<file path="src/rtl/parPortPkg.sv">
package parPortPkg;
  localparam int DATA_W = 8;
  localparam int NIB_W  = DATA_W / 2;
  localparam int IDX_W  = $clog2(DATA_W);
  localparam int ADDR_W = 2;

  typedef struct packed {
    logic              wrA;
    logic              wrB;
    logic              wrC;
    logic              clrAll;
    logic              bitOp;
    logic [IDX_W-1:0]  bitIdx;
    logic              bitVal;
  } portStrobe_t;

  typedef struct packed {
    logic inA;
    logic inCu;
    logic inB;
    logic inCl;
  } portDir_t;
endpackage

</file>
<file path="src/rtl/parPortCtrl.sv">
module parPortCtrl
  import parPortPkg::*;
(
  input  logic              clk,
  input  logic              rstN,
  input  logic              csN,
  input  logic              wrN,
  input  logic [ADDR_W-1:0] addr,
  input  logic [DATA_W-1:0] wrData,
  output portStrobe_t       strobe,
  output portDir_t          dir
);
  localparam logic [ADDR_W-1:0] CTRL_ADDR = ADDR_W'(3);

  logic wrEn, ctrlWr, modeWr, reservedMode, acceptMode;

  assign wrEn         = !csN && !wrN;
  assign ctrlWr       = wrEn && (addr == CTRL_ADDR);
  assign modeWr       = ctrlWr && wrData[7];
  assign reservedMode = (wrData[6:5] != 2'b00) || wrData[2];
  assign acceptMode   = modeWr && !reservedMode;

  always_comb begin
    strobe        = '0;
    strobe.wrA    = wrEn && (addr == ADDR_W'(0));
    strobe.wrB    = wrEn && (addr == ADDR_W'(1));
    strobe.wrC    = wrEn && (addr == ADDR_W'(2));
    strobe.clrAll = acceptMode;
    strobe.bitOp  = ctrlWr && !wrData[7];
    strobe.bitIdx = wrData[IDX_W:1];
    strobe.bitVal = wrData[0];
  end

  always_ff @(posedge clk or negedge rstN) begin
    if (!rstN) begin
      dir <= '{inA: 1'b1, inCu: 1'b1, inB: 1'b1, inCl: 1'b1};
    end else if (acceptMode) begin
      dir.inA  <= wrData[4];
      dir.inCu <= wrData[3];
      dir.inB  <= wrData[1];
      dir.inCl <= wrData[0];
    end
  end
endmodule

</file>
<file path="src/rtl/parPortData.sv">
module parPortData
  import parPortPkg::*;
(
  input  logic              clk,
  input  logic              rstN,
  input  portStrobe_t       strobe,
  input  portDir_t          dir,
  input  logic              csN,
  input  logic              rdN,
  input  logic [ADDR_W-1:0] addr,
  input  logic [DATA_W-1:0] wrData,
  input  logic [DATA_W-1:0] portAIn,
  input  logic [DATA_W-1:0] portBIn,
  input  logic [DATA_W-1:0] portCIn,
  output logic [DATA_W-1:0] latA,
  output logic [DATA_W-1:0] latB,
  output logic [DATA_W-1:0] latC,
  output logic [DATA_W-1:0] oeA,
  output logic [DATA_W-1:0] oeB,
  output logic [DATA_W-1:0] oeC,
  output logic [DATA_W-1:0] rdData
);
  logic [DATA_W-1:0] viewA, viewB, viewC;

  always_ff @(posedge clk or negedge rstN) begin
    if (!rstN) begin
      latA <= '0;
      latB <= '0;
      latC <= '0;
    end else if (strobe.clrAll) begin
      latA <= '0;
      latB <= '0;
      latC <= '0;
    end else begin
      if (strobe.wrA) latA <= wrData;
      if (strobe.wrB) latB <= wrData;
      if (strobe.wrC) latC <= wrData;
      if (strobe.bitOp) latC[strobe.bitIdx] <= strobe.bitVal;
    end
  end

  assign oeA = {DATA_W{!dir.inA}};
  assign oeB = {DATA_W{!dir.inB}};
  assign viewA = dir.inA ? portAIn : latA;
  assign viewB = dir.inB ? portBIn : latB;

  for (genvar n = 0; n < 2; n++) begin : g_cNib
    logic nibIn;
    assign nibIn = (n == 1) ? dir.inCu : dir.inCl;
    assign oeC[n*NIB_W +: NIB_W]   = {NIB_W{!nibIn}};
    assign viewC[n*NIB_W +: NIB_W] = nibIn ? portCIn[n*NIB_W +: NIB_W]
                                           : latC[n*NIB_W +: NIB_W];
  end

  always_comb begin
    rdData = '0;
    if (!csN && !rdN) begin
      unique case (addr)
        2'd0:    rdData = viewA;
        2'd1:    rdData = viewB;
        2'd2:    rdData = viewC;
        default: rdData = '1;
      endcase
    end
  end
endmodule

</file>
<file path="src/rtl/parPortCtl.sv">
module parPortCtl
  import parPortPkg::*;
(
  input  logic              clk,
  input  logic              rstN,
  input  logic              csN,
  input  logic              rdN,
  input  logic              wrN,
  input  logic [ADDR_W-1:0] addr,
  input  logic [DATA_W-1:0] wrData,
  output logic [DATA_W-1:0] rdData,
  input  logic [DATA_W-1:0] portAIn,
  output logic [DATA_W-1:0] portAOut,
  output logic [DATA_W-1:0] portAOe,
  input  logic [DATA_W-1:0] portBIn,
  output logic [DATA_W-1:0] portBOut,
  output logic [DATA_W-1:0] portBOe,
  input  logic [DATA_W-1:0] portCIn,
  output logic [DATA_W-1:0] portCOut,
  output logic [DATA_W-1:0] portCOe
);
  portStrobe_t strobe;
  portDir_t    dir;

  parPortCtrl u_ctrl (
    .clk(clk), .rstN(rstN), .csN(csN), .wrN(wrN), .addr(addr),
    .wrData(wrData), .strobe(strobe), .dir(dir)
  );

  parPortData u_data (
    .clk(clk), .rstN(rstN), .strobe(strobe), .dir(dir), .csN(csN),
    .rdN(rdN), .addr(addr), .wrData(wrData), .portAIn(portAIn),
    .portBIn(portBIn), .portCIn(portCIn), .latA(portAOut),
    .latB(portBOut), .latC(portCOut), .oeA(portAOe), .oeB(portBOe),
    .oeC(portCOe), .rdData(rdData)
  );
endmodule

</file>
<file path="config.mk">
export PLATFORM = sky130hd
export DESIGN_NAME = parPortCtl
export DESIGN_NICKNAME = d
export VERILOG_FILES = /design/src/rtl/parPortPkg.sv /design/src/rtl/parPortCtrl.sv /design/src/rtl/parPortData.sv /design/src/rtl/parPortCtl.sv
export SDC_FILE = /design/constraint.sdc
export NUM_CORES = 1
export LEC_CHECK = 0
export BUFFER_PORTS_ARGS = -buffer_cell sky130_fd_sc_hd__buf_2
export CELL_PAD_IN_SITES_DETAIL_PLACEMENT = 0
export CELL_PAD_IN_SITES_GLOBAL_PLACEMENT = 1
export CORE_MARGIN = 2
export CORE_UTILIZATION = 34
export DETAILED_ROUTE_END_ITERATION = 6
export PLACE_DENSITY = 0.82
export SLEW_MARGIN = 20
export SYNTH_ARGS = -nofsm -noshare
export SYNTH_HDL_FRONTEND = slang
export SYNTH_SLANG_ARGS = --single-unit
</file>
<file path="constraint.sdc">
create_clock -name clk -period 2.47 [get_ports clk]
set_clock_uncertainty 0.2 [all_clocks]
set_input_delay 0.494 -clock clk [delete_from_list [all_inputs] [get_ports clk]]
set_output_delay 0.494 -clock clk [all_outputs]
set_load 0.05 [all_outputs]
</file>
==> run summary, run 1 <==
======================================================================================
Post-synthesis net count                                                           247
Yosys synthesis warning count                                                        0
Critical path depth                                                                  5
Grt peak-use layer                                                                met2
Worst Setup Slack, final                                                    -0.0259 ns
Synthesized instance count                                                         208
Final count of pins violating max slew                                               0
Met1 Resource Use GR                                                             25.1%
Failing checks                                                            negative setup slack
RSZ-0062 raised after global routing                                               yes
Critical Path AT                                                               1.80 ns
Starting density of the core                                                     34.6%
Post-route setup TNS                                                        -0.0723 ns
Number of max-cap violations                                                         0
Series of cell instances along the critical path                          buf_12 > mux2i_2 > mux2i_1 > o221a_2 > buf_6
Area growth from synthesis to layout                                             30.6%
Post-placement cell area                                                      2460 um2
F_max                                                                          401 MHz
Clk Tree Root Cell                                                        sky130_fd_sc_hd__clkbuf_8
IO Pins                                                                             95
Total number of placement rows                                                      28
Maximum number of pins on one net before global-route repair                        29
Post-DR wirelength/cell                                                        16.7 um
Path type of the worst min-delay path                                     primary input to async pin
Final critical path time including I/O delays and setup                        2.50 ns
Placed Instances                                                                   350
Die span in y                                                                  81.2 um
Setup CP Type                                                             register to primary output
Drt initial violations                                                              97
Initial antenna violation count                                                      0
Final setup violation count                                                          6
Total number of clock tree sinks                                                    28
Total Die Area                                                                6590 um2
Global-route wire length before repair                                         9.47 mm
Worst skew pair latency                                                        0.28 ns
Count of cell types in the netlist                                                  32
Global routing met3 resource utilization                                         3.22%
Synthesized area per cell                                                     9.73 um2
DRT Wirelength                                                                 5.98 mm
Result of the run                                                         complete, but fails checks
Category of the worst setup path launch point                                 register
Number of standard cells in the layout, taps in and fillers out                    358
TritonCTS clock tree                                                             built
Buffering stage count on the worst path with inverters included                      2
Total number of vias                                                              1844
Max-Slew Margin vs Limit                                                         56.2%
Transition time at the pin with the least slew margin                         0.657 ns
Longest individual stage delay on the worst path                               0.67 ns
Fin area                                                                      2640 um2
Share of the synthesized area in the top cell type                               29.7%
Total standard cell area after synthesis                                      2020 um2
Standard cell core area                                                       5850 um2
Ratio of total power to cell area                                           759 nW/um2
Top post-synthesis cells by area                                          sky130_fd_sc_hd__dfrtp_1 (30%), sky130_fd_sc_hd__mux2i_1 (21%), sky130_fd_sc_hd__buf_4 (7.8%), sky130_fd_sc_hd__dfstp_2 (5.2%), sky130_fd_sc_hd__mux2_2 (4.4%)
Final weighted congestion in routability-driven placement                        0.840
Crit. End Element                                                         primary output
Largest area contributor in the netlist                                   sky130_fd_sc_hd__dfrtp_1
Via density                                                                       5.15
Overflow left after global routing                                                   0
Reg2Reg Depth                                                                        2
Seq/Total Area, Yosys                                                            34.9%
Post-detailed-placement half-perimeter wirelength                              4.60 mm
Hold Violations, Final                                                               0
Data required time at the worst endpoint                                       1.78 ns
Cts hold-fix bufs                                                                    0
CTS max path bufs                                                                    2
First-pass iteration count of the detailed router                                    4
Library cell contributing the largest single delay on the critical path   sky130_fd_sc_hd__dfstp_4
Quantity of I/O buffers inserted on ports                                           94
Clock Pin Slew Worst Setup and Hold Paths                                      0.11 ns
Vias in the first global route                                                    1811
Die Wd                                                                         81.2 um
Largest voltage drop on the vdd net                                           0.477 mV
H-Tree Level Count                                                                   1
Routed Antenna Nets                                                                  0
Diode count                                                                          0
Cell family contributing the most delay on the critical path                flip-flops
Number of design rule violations left after detail routing                           0
Fin nets                                                                           323
Met2 GRT Util                                                                    32.8%
Synthesis-stage register bit count                                                  28
Tot GR Track Use                                                                 19.0%
Final period utilization                                                          101%
Crit path max fanout                                                                 4
LEAKAGE                                                                     0.00122 uW
Layout cell share with drive strength beyond 1                                   50.9%
Cts bufs inserted                                                                    3
======================================================================================
## logic make-up after synthesis
kind of cell           share of synthesized area (%)
and+or+nand+nor                                 15.0
muxes                                           25.7
buffers and inverters                           13.9
DFF                                             34.9
AOI/OAI and AO/OA                               10.5
## worst register-to-register path, delay by kind of cell (launching register included)
kind | cells | cell delay, ns
DFF | 1 | 0.67
buffers and inverters | 1 | 0.14
muxes | 1 | 0.15
## stage by stage
step	util [%]	hold slack (ns)	total power [uW]	setup slack (ns)
global route	45.2	0.0691	2110	-0.0884
global placement	42.1	0.342	1610	0.126
CTS	44.9	0.0527	2010	-0.0285
detailed placement	42.1	0.336	1610	0.107
finish	45.2	0.0305	2010	-0.0259
floorplan	-	-0.00159	1390	0.157
## per-layer routing
| layer | wire length, um | up-vias |
|---|---|---|
| li1 | - | 878 |
| met4 | 12 | 0 |
| met3 | 343 | 2 |
| met1 | 2640 | 886 |
| met5 | 0 | - |
| met2 | 2980 | 78 |
## sequential cells by signal, summed over array words and instances, names as in the netlist
signal and cells:
u_data.latA 8, u_data.latB 8, u_data.latC 8, u_ctrl.dir 4
## cell type report
class / instances / area, um2
Fill cell: 556 / 3210
Sequential cell: 28 / 709
Clock inverter: 1 / 30.0
Clock buffer: 3 / 41.3
Tap cell: 75 / 93.8
Multi-Input combinational cell: 130 / 1070
Timing Repair Buffer: 111 / 664
Inverter: 10 / 37.5
## cells in the final DEF, fill, tap and decap left out, types with 4 or more instances in the layout
master,Yosys,routed
sky130_fd_sc_hd__buf_6,1,9
sky130_fd_sc_hd__mux2i_1,43,40
sky130_fd_sc_hd__o31ai_1,6,6
sky130_fd_sc_hd__nor3_1,5,5
sky130_fd_sc_hd__mux2_2,8,8
sky130_fd_sc_hd__o221a_2,8,8
sky130_fd_sc_hd__inv_1,10,10
sky130_fd_sc_hd__nor2_1,11,11
sky130_fd_sc_hd__dfrtp_1,24,24
sky130_fd_sc_hd__o21ai_0,4,4
sky130_fd_sc_hd__nand2_1,14,14
sky130_fd_sc_hd__buf_4,21,15
sky130_fd_sc_hd__buf_2,6,86
sky130_fd_sc_hd__a211oi_1,7,7
## path summary, 6_finish.rpt
| check | startpoint | end | slack [ns] |
|---|---|---|---|
| worst max-delay path | u_ctrl.dir[3] | rdData[0] | -0.03 |
| worst min-delay path | rstN | u_data.latA[7] | 0.03 |
| worst max register to register | u_ctrl.dir[3] | u_ctrl.dir[3] | 1.28 |
| worst min register to register | u_data.latB[5] | u_data.latB[5] | 0.35 |
| max in group asynchronous | rstN | u_data.latC[7] | 1.62 |
| min in group clk | wrData[6] | u_data.latB[6] | 0.27 |
## where the power goes
group / internal [uW] / switching (uW) / total, uW
Sequential: 559 / 88.8 / 647
Combinational: 286 / 702 / 988
Clock: 217 / 155 / 372
Total: 1060 / 946 / 2010
## what timing repair did
item                                    CTS  global route
gates cloned                              0             0
endpoints found under the hold margin     0             0
endpoints found under the setup margin    8             8
setup buffers                             4             0
pin swaps                                 0             0
resized for setup                        17             6
## cells in the mapped netlist
| cell type | instances |
|---|---|
| sky130_fd_sc_hd__mux2i_1 | 43 |
| sky130_fd_sc_hd__dfrtp_1 | 24 |
| sky130_fd_sc_hd__buf_4 | 21 |
| sky130_fd_sc_hd__nand2_1 | 14 |
| sky130_fd_sc_hd__clkbuf_1 | 11 |
| sky130_fd_sc_hd__nor2_1 | 11 |
| sky130_fd_sc_hd__inv_1 | 10 |
| sky130_fd_sc_hd__mux2_2 | 8 |
| sky130_fd_sc_hd__o221a_2 | 8 |
| sky130_fd_sc_hd__a211oi_1 | 7 |
| sky130_fd_sc_hd__buf_2 | 6 |
| sky130_fd_sc_hd__o31ai_1 | 6 |
| sky130_fd_sc_hd__nor3_1 | 5 |
| sky130_fd_sc_hd__dfstp_2 | 4 |
| sky130_fd_sc_hd__nor4_1 | 4 |
| sky130_fd_sc_hd__o21ai_0 | 4 |
| sky130_fd_sc_hd__nor4b_1 | 3 |
| sky130_fd_sc_hd__nand2b_1 | 2 |
| sky130_fd_sc_hd__nand3_1 | 2 |
| sky130_fd_sc_hd__or3_1 | 2 |
| sky130_fd_sc_hd__or4b_2 | 2 |
| sky130_fd_sc_hd__a21oi_1 | 1 |
| sky130_fd_sc_hd__and3_1 | 1 |
| sky130_fd_sc_hd__and4b_1 | 1 |
| sky130_fd_sc_hd__buf_1 | 1 |
| sky130_fd_sc_hd__buf_6 | 1 |
| sky130_fd_sc_hd__nand4b_1 | 1 |
| sky130_fd_sc_hd__nand4bb_1 | 1 |
| sky130_fd_sc_hd__nor3_4 | 1 |
| sky130_fd_sc_hd__nor4bb_1 | 1 |
| sky130_fd_sc_hd__or2_1 | 1 |
| sky130_fd_sc_hd__or4b_1 | 1 |
No activity file was read; power rests on OpenSTA's default activity.
==> run 2, diff against run 1 <==
--- a/config.mk
+++ b/config.mk
@@ -11,7 +11,7 @@
 export CORE_MARGIN = 2
 export CORE_UTILIZATION = 34
 export DETAILED_ROUTE_END_ITERATION = 6
-export PLACE_DENSITY = 0.82
+export PLACE_DENSITY_LB_ADDON = 0.1
 export SLEW_MARGIN = 20
 export SYNTH_ARGS = -nofsm -noshare
 export SYNTH_HDL_FRONTEND = slang
==> constraint.sdc (replaced) <==
create_clock -name clk -period 2.47 [get_ports clk]
set_clock_uncertainty 0.2 [all_clocks]
set_input_delay 0.1235 -clock clk [delete_from_list [all_inputs] [get_ports clk]]
set_output_delay 0.1235 -clock clk [all_outputs]
set_load 0.05 [all_outputs]
==> run summary, run 2 (synthesis results as in run 1) <==
======================================================================================
Result of the run                                                         complete, no violations
Die Wd                                                                         81.2 um   unchanged
Reg2Reg Depth                                                                        1   -1
Final count of pins violating max slew                                               0   unchanged
Final critical path time including I/O delays and setup                        2.29 ns   -0.203 ns
Initial antenna violation count                                                      0   unchanged
Total number of vias                                                              1862   +0.98%
Standard cell core area                                                       5850 um2   unchanged
Via density                                                                       5.26   +2.1%
Total Die Area                                                                6590 um2   unchanged
Die span in y                                                                  81.2 um   unchanged
Crit. End Element                                                             register
RSZ-0062 raised after global routing                                                no
Worst skew pair latency                                                        0.27 ns   about the same
Worst-case register-to-register setup slack                                    1.26 ns   -0.02 ns
Number of max-cap violations                                                         0   unchanged
LEAKAGE                                                                     0.00117 uW   -3.6%
TritonCTS clock tree                                                             built
Post-route setup TNS                                                              0 ns   +0.0723 ns
Hold depth                                                                           3
Total number of placement rows                                                      28   unchanged
Largest voltage drop on the vdd net                                           0.400 mV   -16%
Final weighted congestion in routability-driven placement                        0.783   -6.8%
Post-detailed-placement half-perimeter wirelength                              4.61 mm   +0.17%
Crit path max fanout                                                                12   +8
Library cell contributing the largest single delay on the critical path   sky130_fd_sc_hd__or4b_1
F_max                                                                          436 MHz   +8.8%
First-pass iteration count of the detailed router                                    4   unchanged
Starting density of the core                                                     34.6%   unchanged
CTS max path bufs                                                                    2   unchanged
Setup CP Type                                                             primary input to register
Ratio of total power to cell area                                           773 nW/um2   +1.8%
Vias in the first global route                                                    1817   +0.33%
Area growth from synthesis to layout                                             25.8%
Met1 wire length                                                               2.87 mm   +8.6%
Core utilization of the finished layout                                          43.5%   -1.6 points
IO Pins                                                                             95   unchanged
Total number of clock tree sinks                                                    28   unchanged
Number of resized instances in the post-cts repair step                              0   -17
Most common cell after layout, fill and taps aside                        sky130_fd_sc_hd__buf_2
Layout cell share with drive strength beyond 1                                   47.0%   -3.9 points
Maximum number of pins on one net before global-route repair                        29   unchanged
Quantity of I/O buffers inserted on ports                                           94   unchanged
H-Tree Level Count                                                                   1   unchanged
Detailed route wirelength on metal2                                            3.03 mm   +1.5%
Filler Cell Count                                                                  601   +8.1%
Final period utilization                                                         92.8%   -8.2 points
Category of the worst setup path launch point                             primary input
Critical Path AT                                                               2.26 ns   +0.46 ns
Final setup violation count                                                          0   -6
Clock Pin Slew Worst Setup and Hold Paths                                      0.10 ns   about the same
Max-Slew Margin vs Limit                                                         55.8%   -0.37 points
Reg-to-Reg End                                                            u_ctrl.dir[3]
Longest individual stage delay on the worst path                               0.59 ns   -0.08 ns
Total power                                                                    1970 uW   -1.9%
Highest routing layer actually used                                               met4
Worst Hold Path EP                                                        u_data.latB[3]
Series of cell instances along the critical path                          dlygate4sd3_1 > buf_2 > or4b_1 > nor3_4 > buf_4 > o21ai_0
Tot GR Track Use                                                                 19.4%   +0.44 points
Most used cells in the layout excluding fill and tap cells                sky130_fd_sc_hd__buf_2 (94), sky130_fd_sc_hd__mux2i_1 (43), sky130_fd_sc_hd__dfrtp_1 (24)
Global-route wire length before repair                                         9.63 mm   +1.6%
Top flop regs                                                             u_data.latA x8, u_data.latB x8, u_data.latC x8
Post-DR wirelength/cell                                                        17.6 um   +5.3%
Diode count                                                                          0   unchanged
Beginning of the worst register-to-register path                          u_ctrl.dir[3]
Number of design rule violations left after detail routing                           0   unchanged
Transition time at the pin with the least slew margin                         0.663 ns   +0.00554 ns
Drt initial violations                                                             103   +6.2%
Fin nets                                                                           319   -1.2%
Hold Violations, Final                                                               0   unchanged
Cts bufs inserted                                                                    3   unchanged
Routed Antenna Nets                                                                  0   unchanged
DRT Wirelength                                                                 6.23 mm   +4.2%
Hold_sp                                                                      wrData[3]
Overflow left after global routing                                                   0   unchanged
Path type of the worst min-delay path                                     primary input to register
Total length of routed met3 wires                                               309 um   -9.9%
Data required time at the worst endpoint                                       2.44 ns   +0.66 ns
Clk Tree Root Cell                                                        sky130_fd_sc_hd__clkbuf_8
======================================================================================
-- run 2: changes by cell type in the layout (fill, tap and decap cells not counted), moves of 3 or more --
| cell | previous run | this run |
|---|---|---|
| sky130_fd_sc_hd__mux2i_2 | 3 | 0 |
| sky130_fd_sc_hd__dlygate4sd3_1 | 0 | 6 |
| sky130_fd_sc_hd__buf_6 | 9 | 0 |
| sky130_fd_sc_hd__mux2i_1 | 40 | 43 |
| sky130_fd_sc_hd__buf_4 | 15 | 7 |
| sky130_fd_sc_hd__buf_2 | 86 | 94 |
-- run 2: layout make-up --
type                       count  area [um2]  share of cell area, %
multi-input combinational    130        1060                   41.5
sequential                    28         706                   27.7
timing repair buffer         107         583                   22.9
tap                           75        93.8                   3.68
clock buffer                   3        41.3                   1.62
inverter                      10        37.5                   1.47
clock inverter                 1        30.0                   1.18
-- run 2: metrics by stage --
step / cell area (um2) / hold slack, ns / std cells / setup slack (ns)
after global placement: 2420 / -0.00423 / 344 / 0.467
after floorplan: 2020 / -0.372 / 208 / 0.527
after detailed placement: 2420 / -0.00203 / 344 / 0.423
after CTS: 2550 / 0.0199 / 354 / 0.168
after global routing: 2550 / 0.0424 / 354 / 0.139
final: 2550 / 0.0300 / 354 / 0.177
-- run 2: layer usage --
metal / global-route usage (%) / vias up
met2: 33.4 / 80
li1: - / 873
met4: 4.07 / 0
met3: 2.33 / 2
met5: 0 / -
met1: 26.2 / 907
-- run 2: worst max-delay path by stage --
stage	from	to	slack, ns	depth (start not counted)
global route	wrData[2]	u_data.latA[2]	0.14	6
CTS	wrData[2]	u_data.latA[2]	0.17	6
detailed placement	wrData[2]	u_data.latA[2]	0.42	5
finish	wrData[5]	u_data.latA[2]	0.18	6
floorplan	u_ctrl.dir[3]	portAOe[1]	0.53	3
global placement	wrData[2]	u_data.latA[2]	0.47	5
-- run 2: where the power goes --
part	total (uW)	internal, uW	leakage [uW]	switching, uW
Clock	367	217	0.0000357	149
Combinational	952	260	0.000804	692
Sequential	652	558	0.000332	93.7
-- run 2: timing repair --
item / in CTS / in global routing
setup buffers: 0 / 0
hold endpoints to repair: 34 / 0
hold buffers: 6 / 0
-- run 2: worst max-delay path: cells and delay by family --
family	cells	cell delay, ns
simple gates	2	1.05
buf+inv	3	0.99
compound gates	1	0.10
